File: config.mk
export PLATFORM = sky130hd
export DESIGN_NAME = rail_fault_sup
export DESIGN_NICKNAME = d
export VERILOG_FILES = /design/src/rtl/rfs_pkg.sv /design/src/rtl/rfs_oc_filter.sv /design/src/rtl/rfs_fault_ctl.sv /design/src/rtl/rfs_pwr_ok.sv /design/src/rtl/rail_fault_sup.sv
export SDC_FILE = /design/constraint.sdc
export NUM_CORES = 1
export LEC_CHECK = 0
export BUFFER_PORTS_ARGS = -buffer_cell sky130_fd_sc_hd__buf_2
export CAP_MARGIN = 20
export CORE_MARGIN = 4
export CORE_UTILIZATION = 47
export DETAILED_ROUTE_END_ITERATION = 6
export HOLD_SLACK_MARGIN = 0.03
export PLACE_DENSITY_LB_ADDON = 0.15
export SETUP_SLACK_MARGIN = 0.2
export SLEW_MARGIN = 20
export SYNTH_ARGS = -nofsm -noshare
export SYNTH_HDL_FRONTEND = slang
export SYNTH_HIERARCHICAL = 1
export SYNTH_SLANG_ARGS = --single-unit
File: constraint.sdc
create_clock -name clk_i -period 2.7 [get_ports clk_i]
set_input_delay 0.27 -clock clk_i [delete_from_list [all_inputs] [get_ports clk_i]]
set_output_delay 0.27 -clock clk_i [all_outputs]
set_load 0.05 [all_outputs]
File: src/rtl/rfs_pkg.sv
package rfs_pkg;
  typedef enum logic {
    OC_IDLE = 1'b0,
    OC_WAIT = 1'b1
  } oc_st_e;
endpackage

File: src/rtl/rfs_oc_filter.sv
module rfs_oc_filter #(
  parameter int unsigned OC_TICKS = 8
) (
  input  logic clk_i,
  input  logic rst_ni,
  input  logic clr_i,
  input  logic arm_i,
  input  logic tick_i,
  input  logic oc_i,
  output logic skip_o,
  output logic confirm_o
);
  import rfs_pkg::*;

  localparam int unsigned CW = (OC_TICKS > 2) ? $clog2(OC_TICKS) : 1;
  localparam logic [CW-1:0] LAST = CW'(OC_TICKS - 1);

  oc_st_e        st_q, st_d;
  logic [CW-1:0] cnt_q, cnt_d;

  always_comb begin
    st_d      = st_q;
    cnt_d     = cnt_q;
    confirm_o = 1'b0;
    if (!arm_i) begin
      st_d  = OC_IDLE;
      cnt_d = '0;
    end else begin
      unique case (st_q)
        OC_IDLE: begin
          if (oc_i) begin
            st_d  = OC_WAIT;
            cnt_d = '0;
          end
        end
        OC_WAIT: begin
          if (tick_i) begin
            if (cnt_q == LAST) begin
              confirm_o = oc_i;
              st_d      = OC_IDLE;
              cnt_d     = '0;
            end else begin
              cnt_d = cnt_q + 1'b1;
            end
          end
        end
        default: st_d = OC_IDLE;
      endcase
    end
  end

  always_ff @(posedge clk_i or negedge rst_ni) begin
    if (!rst_ni) begin
      st_q  <= OC_IDLE;
      cnt_q <= '0;
    end else if (clr_i) begin
      st_q  <= OC_IDLE;
      cnt_q <= '0;
    end else begin
      st_q  <= st_d;
      cnt_q <= cnt_d;
    end
  end

  assign skip_o = (st_q == OC_WAIT);
endmodule

File: src/rtl/rfs_fault_ctl.sv
module rfs_fault_ctl #(
  parameter int unsigned NUM_SW   = 2,
  parameter int unsigned NUM_RAIL = 3
) (
  input  logic                clk_i,
  input  logic                rst_ni,
  input  logic                clr_i,
  input  logic                enable_i,
  input  logic                ot_i,
  input  logic                ss_done_i,
  input  logic                code_chg_i,
  input  logic [NUM_RAIL-1:0] uv_i,
  input  logic [NUM_SW-1:0]   ov_i,
  input  logic [NUM_SW-1:0]   oc_hit_i,
  output logic                fault_o,
  output logic                drv_en_o,
  output logic                drv_en_d_o,
  output logic [NUM_SW-1:0]   force_low_o
);
  logic                fault_q, fault_d, en_q, drv_en_q;
  logic [NUM_SW-1:0]   force_q, force_d;
  logic [NUM_RAIL-1:0] uv_live;
  logic                uv_arm, fault_set, en_rise;

  // core rail (bit 0) is blind while its reference moves
  for (genvar r = 0; r < NUM_RAIL; r++) begin : g_uv
    if (r == 0) begin : g_core
      assign uv_live[r] = uv_i[r] & ~code_chg_i;
    end else begin : g_aux
      assign uv_live[r] = uv_i[r];
    end
  end

  assign uv_arm     = drv_en_q & ss_done_i;
  assign fault_set  = (uv_arm & (|uv_live)) | (|oc_hit_i);
  assign en_rise    = enable_i & ~en_q;
  assign fault_d    = fault_set | (fault_q & ~en_rise);
  assign drv_en_d_o = enable_i & ~ot_i & ~fault_d;
  assign force_d    = ov_i & {NUM_SW{enable_i & ~ot_i}};

  always_ff @(posedge clk_i or negedge rst_ni) begin
    if (!rst_ni) begin
      fault_q  <= 1'b0;
      en_q     <= 1'b0;
      drv_en_q <= 1'b0;
      force_q  <= '0;
    end else if (clr_i) begin
      fault_q  <= 1'b0;
      en_q     <= 1'b0;
      drv_en_q <= 1'b0;
      force_q  <= '0;
    end else begin
      fault_q  <= fault_d;
      en_q     <= enable_i;
      drv_en_q <= drv_en_d_o;
      force_q  <= force_d;
    end
  end

  assign fault_o     = fault_q;
  assign drv_en_o    = drv_en_q;
  assign force_low_o = force_q;
endmodule

File: src/rtl/rfs_pwr_ok.sv
module rfs_pwr_ok #(
  parameter int unsigned NUM_RAIL = 3,
  parameter int unsigned CODE_W   = 5
) (
  input  logic                clk_i,
  input  logic                rst_ni,
  input  logic                clr_i,
  input  logic                drv_en_d_i,
  input  logic                ss_done_i,
  input  logic [CODE_W-1:0]   code_i,
  input  logic [NUM_RAIL-2:0] win_i,
  input  logic                core_hi_i,
  input  logic                core_rise_i,
  input  logic                core_fall_i,
  output logic                pwr_ok_o
);
  localparam logic [CODE_W-1:0] MSB_ONLY = {1'b1, {(CODE_W-1){1'b0}}};

  logic core_ok_q, core_ok_d, ss_arm_q, ss_arm_d, ok_q, ok_d, no_load;

  // low bits all ones => no load attached, top bit is don't-care
  assign no_load = ((code_i | MSB_ONLY) == {CODE_W{1'b1}});

  always_comb begin
    core_ok_d = core_ok_q;
    if (core_hi_i)        core_ok_d = 1'b0;
    else if (core_rise_i) core_ok_d = 1'b1;
    else if (!core_fall_i) core_ok_d = 1'b0;
  end

  // a fresh ramp must be seen (done low) after every driver-off period
  always_comb begin
    ss_arm_d = ss_arm_q;
    if (!drv_en_d_i)     ss_arm_d = 1'b0;
    else if (!ss_done_i) ss_arm_d = 1'b1;
  end

  assign ok_d = drv_en_d_i & ss_arm_q & ss_done_i & core_ok_d & (&win_i) & ~no_load;

  always_ff @(posedge clk_i or negedge rst_ni) begin
    if (!rst_ni) begin
      core_ok_q <= 1'b0;
      ss_arm_q  <= 1'b0;
      ok_q      <= 1'b0;
    end else if (clr_i) begin
      core_ok_q <= 1'b0;
      ss_arm_q  <= 1'b0;
      ok_q      <= 1'b0;
    end else begin
      core_ok_q <= core_ok_d;
      ss_arm_q  <= ss_arm_d;
      ok_q      <= ok_d;
    end
  end

  assign pwr_ok_o = ok_q;
endmodule

File: src/rtl/rail_fault_sup.sv
module rail_fault_sup #(
  parameter int unsigned NUM_SW   = 2,
  parameter int unsigned NUM_RAIL = 3,
  parameter int unsigned CODE_W   = 5,
  parameter int unsigned OC_TICKS = 8
) (
  input  logic                clk_i,
  input  logic                rst_ni,
  input  logic                supply_ok_i,
  input  logic                enable_i,
  input  logic                ot_i,
  input  logic                tick_i,
  input  logic                ss_done_i,
  input  logic [CODE_W-1:0]   code_i,
  input  logic                code_chg_i,
  input  logic [NUM_SW-1:0]   oc_i,
  input  logic [NUM_RAIL-1:0] uv_i,
  input  logic [NUM_SW-1:0]   ov_i,
  input  logic [NUM_RAIL-2:0] win_i,
  input  logic                core_above_hi_i,
  input  logic                core_above_rise_i,
  input  logic                core_above_fall_i,
  output logic                fault_o,
  output logic [NUM_SW-1:0]   skip_o,
  output logic [NUM_SW-1:0]   force_low_o,
  output logic                drv_en_o,
  output logic                pwr_ok_o
);
  logic              clr;
  logic              drv_en_d;
  logic [NUM_SW-1:0] oc_hit;

  assign clr = ~supply_ok_i;

  for (genvar i = 0; i < NUM_SW; i++) begin : g_oc
    rfs_oc_filter #(.OC_TICKS(OC_TICKS)) u_oc (
      .clk_i    (clk_i),
      .rst_ni   (rst_ni),
      .clr_i    (clr),
      .arm_i    (drv_en_o),
      .tick_i   (tick_i),
      .oc_i     (oc_i[i]),
      .skip_o   (skip_o[i]),
      .confirm_o(oc_hit[i])
    );
  end

  rfs_fault_ctl #(.NUM_SW(NUM_SW), .NUM_RAIL(NUM_RAIL)) u_fault (
    .clk_i      (clk_i),
    .rst_ni     (rst_ni),
    .clr_i      (clr),
    .enable_i   (enable_i),
    .ot_i       (ot_i),
    .ss_done_i  (ss_done_i),
    .code_chg_i (code_chg_i),
    .uv_i       (uv_i),
    .ov_i       (ov_i),
    .oc_hit_i   (oc_hit),
    .fault_o    (fault_o),
    .drv_en_o   (drv_en_o),
    .drv_en_d_o (drv_en_d),
    .force_low_o(force_low_o)
  );

  rfs_pwr_ok #(.NUM_RAIL(NUM_RAIL), .CODE_W(CODE_W)) u_pok (
    .clk_i      (clk_i),
    .rst_ni     (rst_ni),
    .clr_i      (clr),
    .drv_en_d_i (drv_en_d),
    .ss_done_i  (ss_done_i),
    .code_i     (code_i),
    .win_i      (win_i),
    .core_hi_i  (core_above_hi_i),
    .core_rise_i(core_above_rise_i),
    .core_fall_i(core_above_fall_i),
    .pwr_ok_o   (pwr_ok_o)
  );
endmodule

==> impl_metrics.yaml <==
power:
  vdd_drop_max_v: 0.000301
  total_leakage_power_nw: 0.569
  p_per_area_mw_per_mm2: 417
placed_design:
  dp_slack_ns: 0.635
  dp_hpwl_mm: 1.31
  place_congestion: 0.764
  place_inst: 130
  port_buffers: 30
sta:
  final_max_slew_viol_count: 0
  skew_ns: 0.00131
  hold_viol_final: 0
  finalCritPeriodShare: 0.768
  rsz0062_at_grt: "false"
  setup_slack_ns: 0.627
  setup_tns_ns: 0
  finalSetupViolCount: 0
  fmax_ghz: 0.482
  tightest_slew_ns: 0.372
  finalCriticalPeriod_ns: 2.07
  max-slew-margin-rel: 0.752
clock_tree:
  clock_sinks: 16
  clkTransAtPathRegs_ns: 0.09
  cts_tree: "yes"
  htree_levels: 1
  numCtsBuffers: 3
  post_cts_buffers: 0
  clk_latency_ns: 0.28
  cts_max_path_buffers: 2
  root_buffer: "clkbuf_4"
setup_path:
  worstPathArrival_ns: 2.27
  r2r_slack_ns: 0.63
  cp_slowest_cell: "dfrtp_1"
  critPathMaxFanout: 3
  cp_top_family: "simple AND/OR/NAND/NOR gates"
  cp_slowest_stage_delay_ns: 0.42
  path_cells: "ha_1 -> ha_1 -> nand3_1 -> nor2_1 -> a211o_1 -> nor3_1 -> or3b_1 -> nor4_2"
  start_kind: "register"
  worst-path-buf-inv: 0
  end_kind: "register"
  worst_path_most_repeated_cell: "ha_1"
  required_ns: 2.89
  setup.worst_path.class: "reg2reg"
synth:
  synth_seq_cells: 16
  yosysSeqAreaShare: 0.463
  synth_nets: 104
  synth_cell_types: 26
  synth_warnings: 6
  synth.cell_area_um2: 865
  synth_cells: 75
  avgSynthCellArea_um2: 11.5
min_path:
  worstHoldPathType: "in2reg"
cells_and_area:
  instances_no_fill: 135
  antenna_cells: 0
  fillers: 144
  syn2layout_area_growth_pct: 26.3
  nNetsFinal: 140
  drive_gt1_frac: 0.418
floorplanning:
  pin_count: 32
  dieArea_mm2: 0.00259
  rows: 15
  core_area_mm2: 0.00173
  die_y_um: 50.9
  fp.dieW_um: 50.9
  start_util: 0.501
run:
  maxCapViolations: 0
routing:
  drt_wl_total_mm: 1.63
  drt_first_iter_violations: 14
  drc_errors: 0
  drt-pass1-iter-count: 4
  viasPerCell: 5.13
  ant_nets: 0
  avgRoutedWirePerCell_um: 12.1
  vias: 693
global_route:
  antenna_found_initial: 0
  grt_use_total: 0.142
  grt_pass1_vias: 678
  gr-total-overflow: 0
  grt_max_degree: 17
  grt_pass1_wl_mm: 2.79
run_status:
  outcome: "complete, no violations"
==> cell type report <==
type	count	area, um^2	share of cell area
clock buffer	4	36.3	0.0332
inverter	3	11.3	0.0103
multi-input combinational	56	453	0.415
sequential	16	400	0.367
tap	25	31.3	0.0286
timing repair buffer	31	160	0.147
==> worst paths after layout <==
kind / depth (start not counted) / end / from
worst max-delay path: 8 / u_pok/pwr_ok_o / g_oc[1].u_oc/cnt_q[0]
worst min-delay path: 2 / u_pok/core_ok_q / core_above_hi_i
worst max register to register: 8 / u_pok/pwr_ok_o / g_oc[1].u_oc/cnt_q[0]
worst min register to register: 1 / g_oc[1].u_oc/cnt_q[0] / g_oc[1].u_oc/cnt_q[0]
max in group asynchronous: 2 / u_fault/force_low_o[0] / rst_ni
min in group asynchronous: 2 / g_oc[1].u_oc/cnt_q[0] / rst_ni
==> power breakdown <==
part	internal, mW	switching (mW)	total (mW)	leakage (nW)
sequential	0.243	0.00320	0.247	0.220
combinational	0.0245	0.0323	0.0568	0.328
clock	0.0820	0.0702	0.152	0.0210
total	0.350	0.106	0.456	0.569
==> cell usage after synthesis <==
master    count  area (um^2)
ha_1          4         50.1
nand2_2       2         12.5
nor2_1        3         11.3
or4b_4        2         27.5
o21ba_1       1         10.0
o311a_4       1         21.3
nor2b_4       1         13.8
and4_1        1         8.76
nor3b_1       1         7.51
dfrtp_1      16          400
or3b_1        1         8.76
nor2b_1       6         37.5
o21ai_0       2         10.0
o21ai_2       4         35.0
nor4_2        1         12.5
a211o_1       1         8.76
o211a_1       2         20.0
nand3_1       8         40.0
nand4_1       1         6.26
inv_1         3         11.3
and2_1        2         12.5
nor3_1        2         10.0
nor4_4        1         21.3
nand2b_1      2         12.5
mux2i_1       4         40.0
a21oi_1       3         15.0
==> metal layers <==
layer / global-route usage / vias up / part of all wire
met1: 0.180 / 326 / 0.45
met4: 0.0269 / 0 / 0.0073
li1: - / 347 / -
met2: 0.228 / 18 / 0.48
met3: 0.0583 / 2 / 0.060
met5: 0 / - / 0
==> registers in the layout, summed over array words and instances, names as in the netlist <==
| register | cells |
|---|---|
| g_oc.u_oc/cnt_q | 6 |
| g_oc.u_oc/skip_o | 2 |
| u_fault/force_low_o | 2 |
| u_fault/drv_en_o | 1 |
| u_fault/en_q | 1 |
| u_fault/fault_o | 1 |
| u_pok/core_ok_q | 1 |
| u_pok/pwr_ok_o | 1 |
| u_pok/ss_arm_q | 1 |
==> logic make-up after synthesis <==
family | share of synthesized area
compound gates | 0.139
mux | 0.0463
fa+ha+maj | 0.0579
flops | 0.463
buf+inv | 0.0130
simple gates | 0.281
==> per-stage QoR <==
step | total power, mW | instance area [um^2] | hold slack (ns) | util
3_5_place_dp | 0.308 | 1050 | 0.203 | 0.606
6_report | 0.456 | 1090 | 0.156 | 0.633
2_1_floorplan | 0.277 | 865 | -0.0256 | -
5_1_grt | 0.484 | 1090 | 0.143 | 0.633
3_3_place_gp | 0.307 | 1050 | 0.204 | 0.606
4_1_cts | 0.464 | 1090 | 0.142 | 0.633
==> layout by cell type, fill, tap and decap left out, types with 3 or more instances in the layout <==
cell type and instances:
inv_1 3, nor2b_1 6, ha_1 4, nor2_1 3, nand3_1 8, dfrtp_1 16
o21ai_2 4, a21oi_1 3, buf_2 30, mux2i_1 4, clkbuf_4 3
==> what timing repair did <==
item                                    CTS  global route
gates resized for setup                   0             0
endpoints found under the setup margin    0             0
hold buffers                              1             0
hold endpoints to repair                 16             0
No activity file was read; power rests on OpenSTA's default activity.
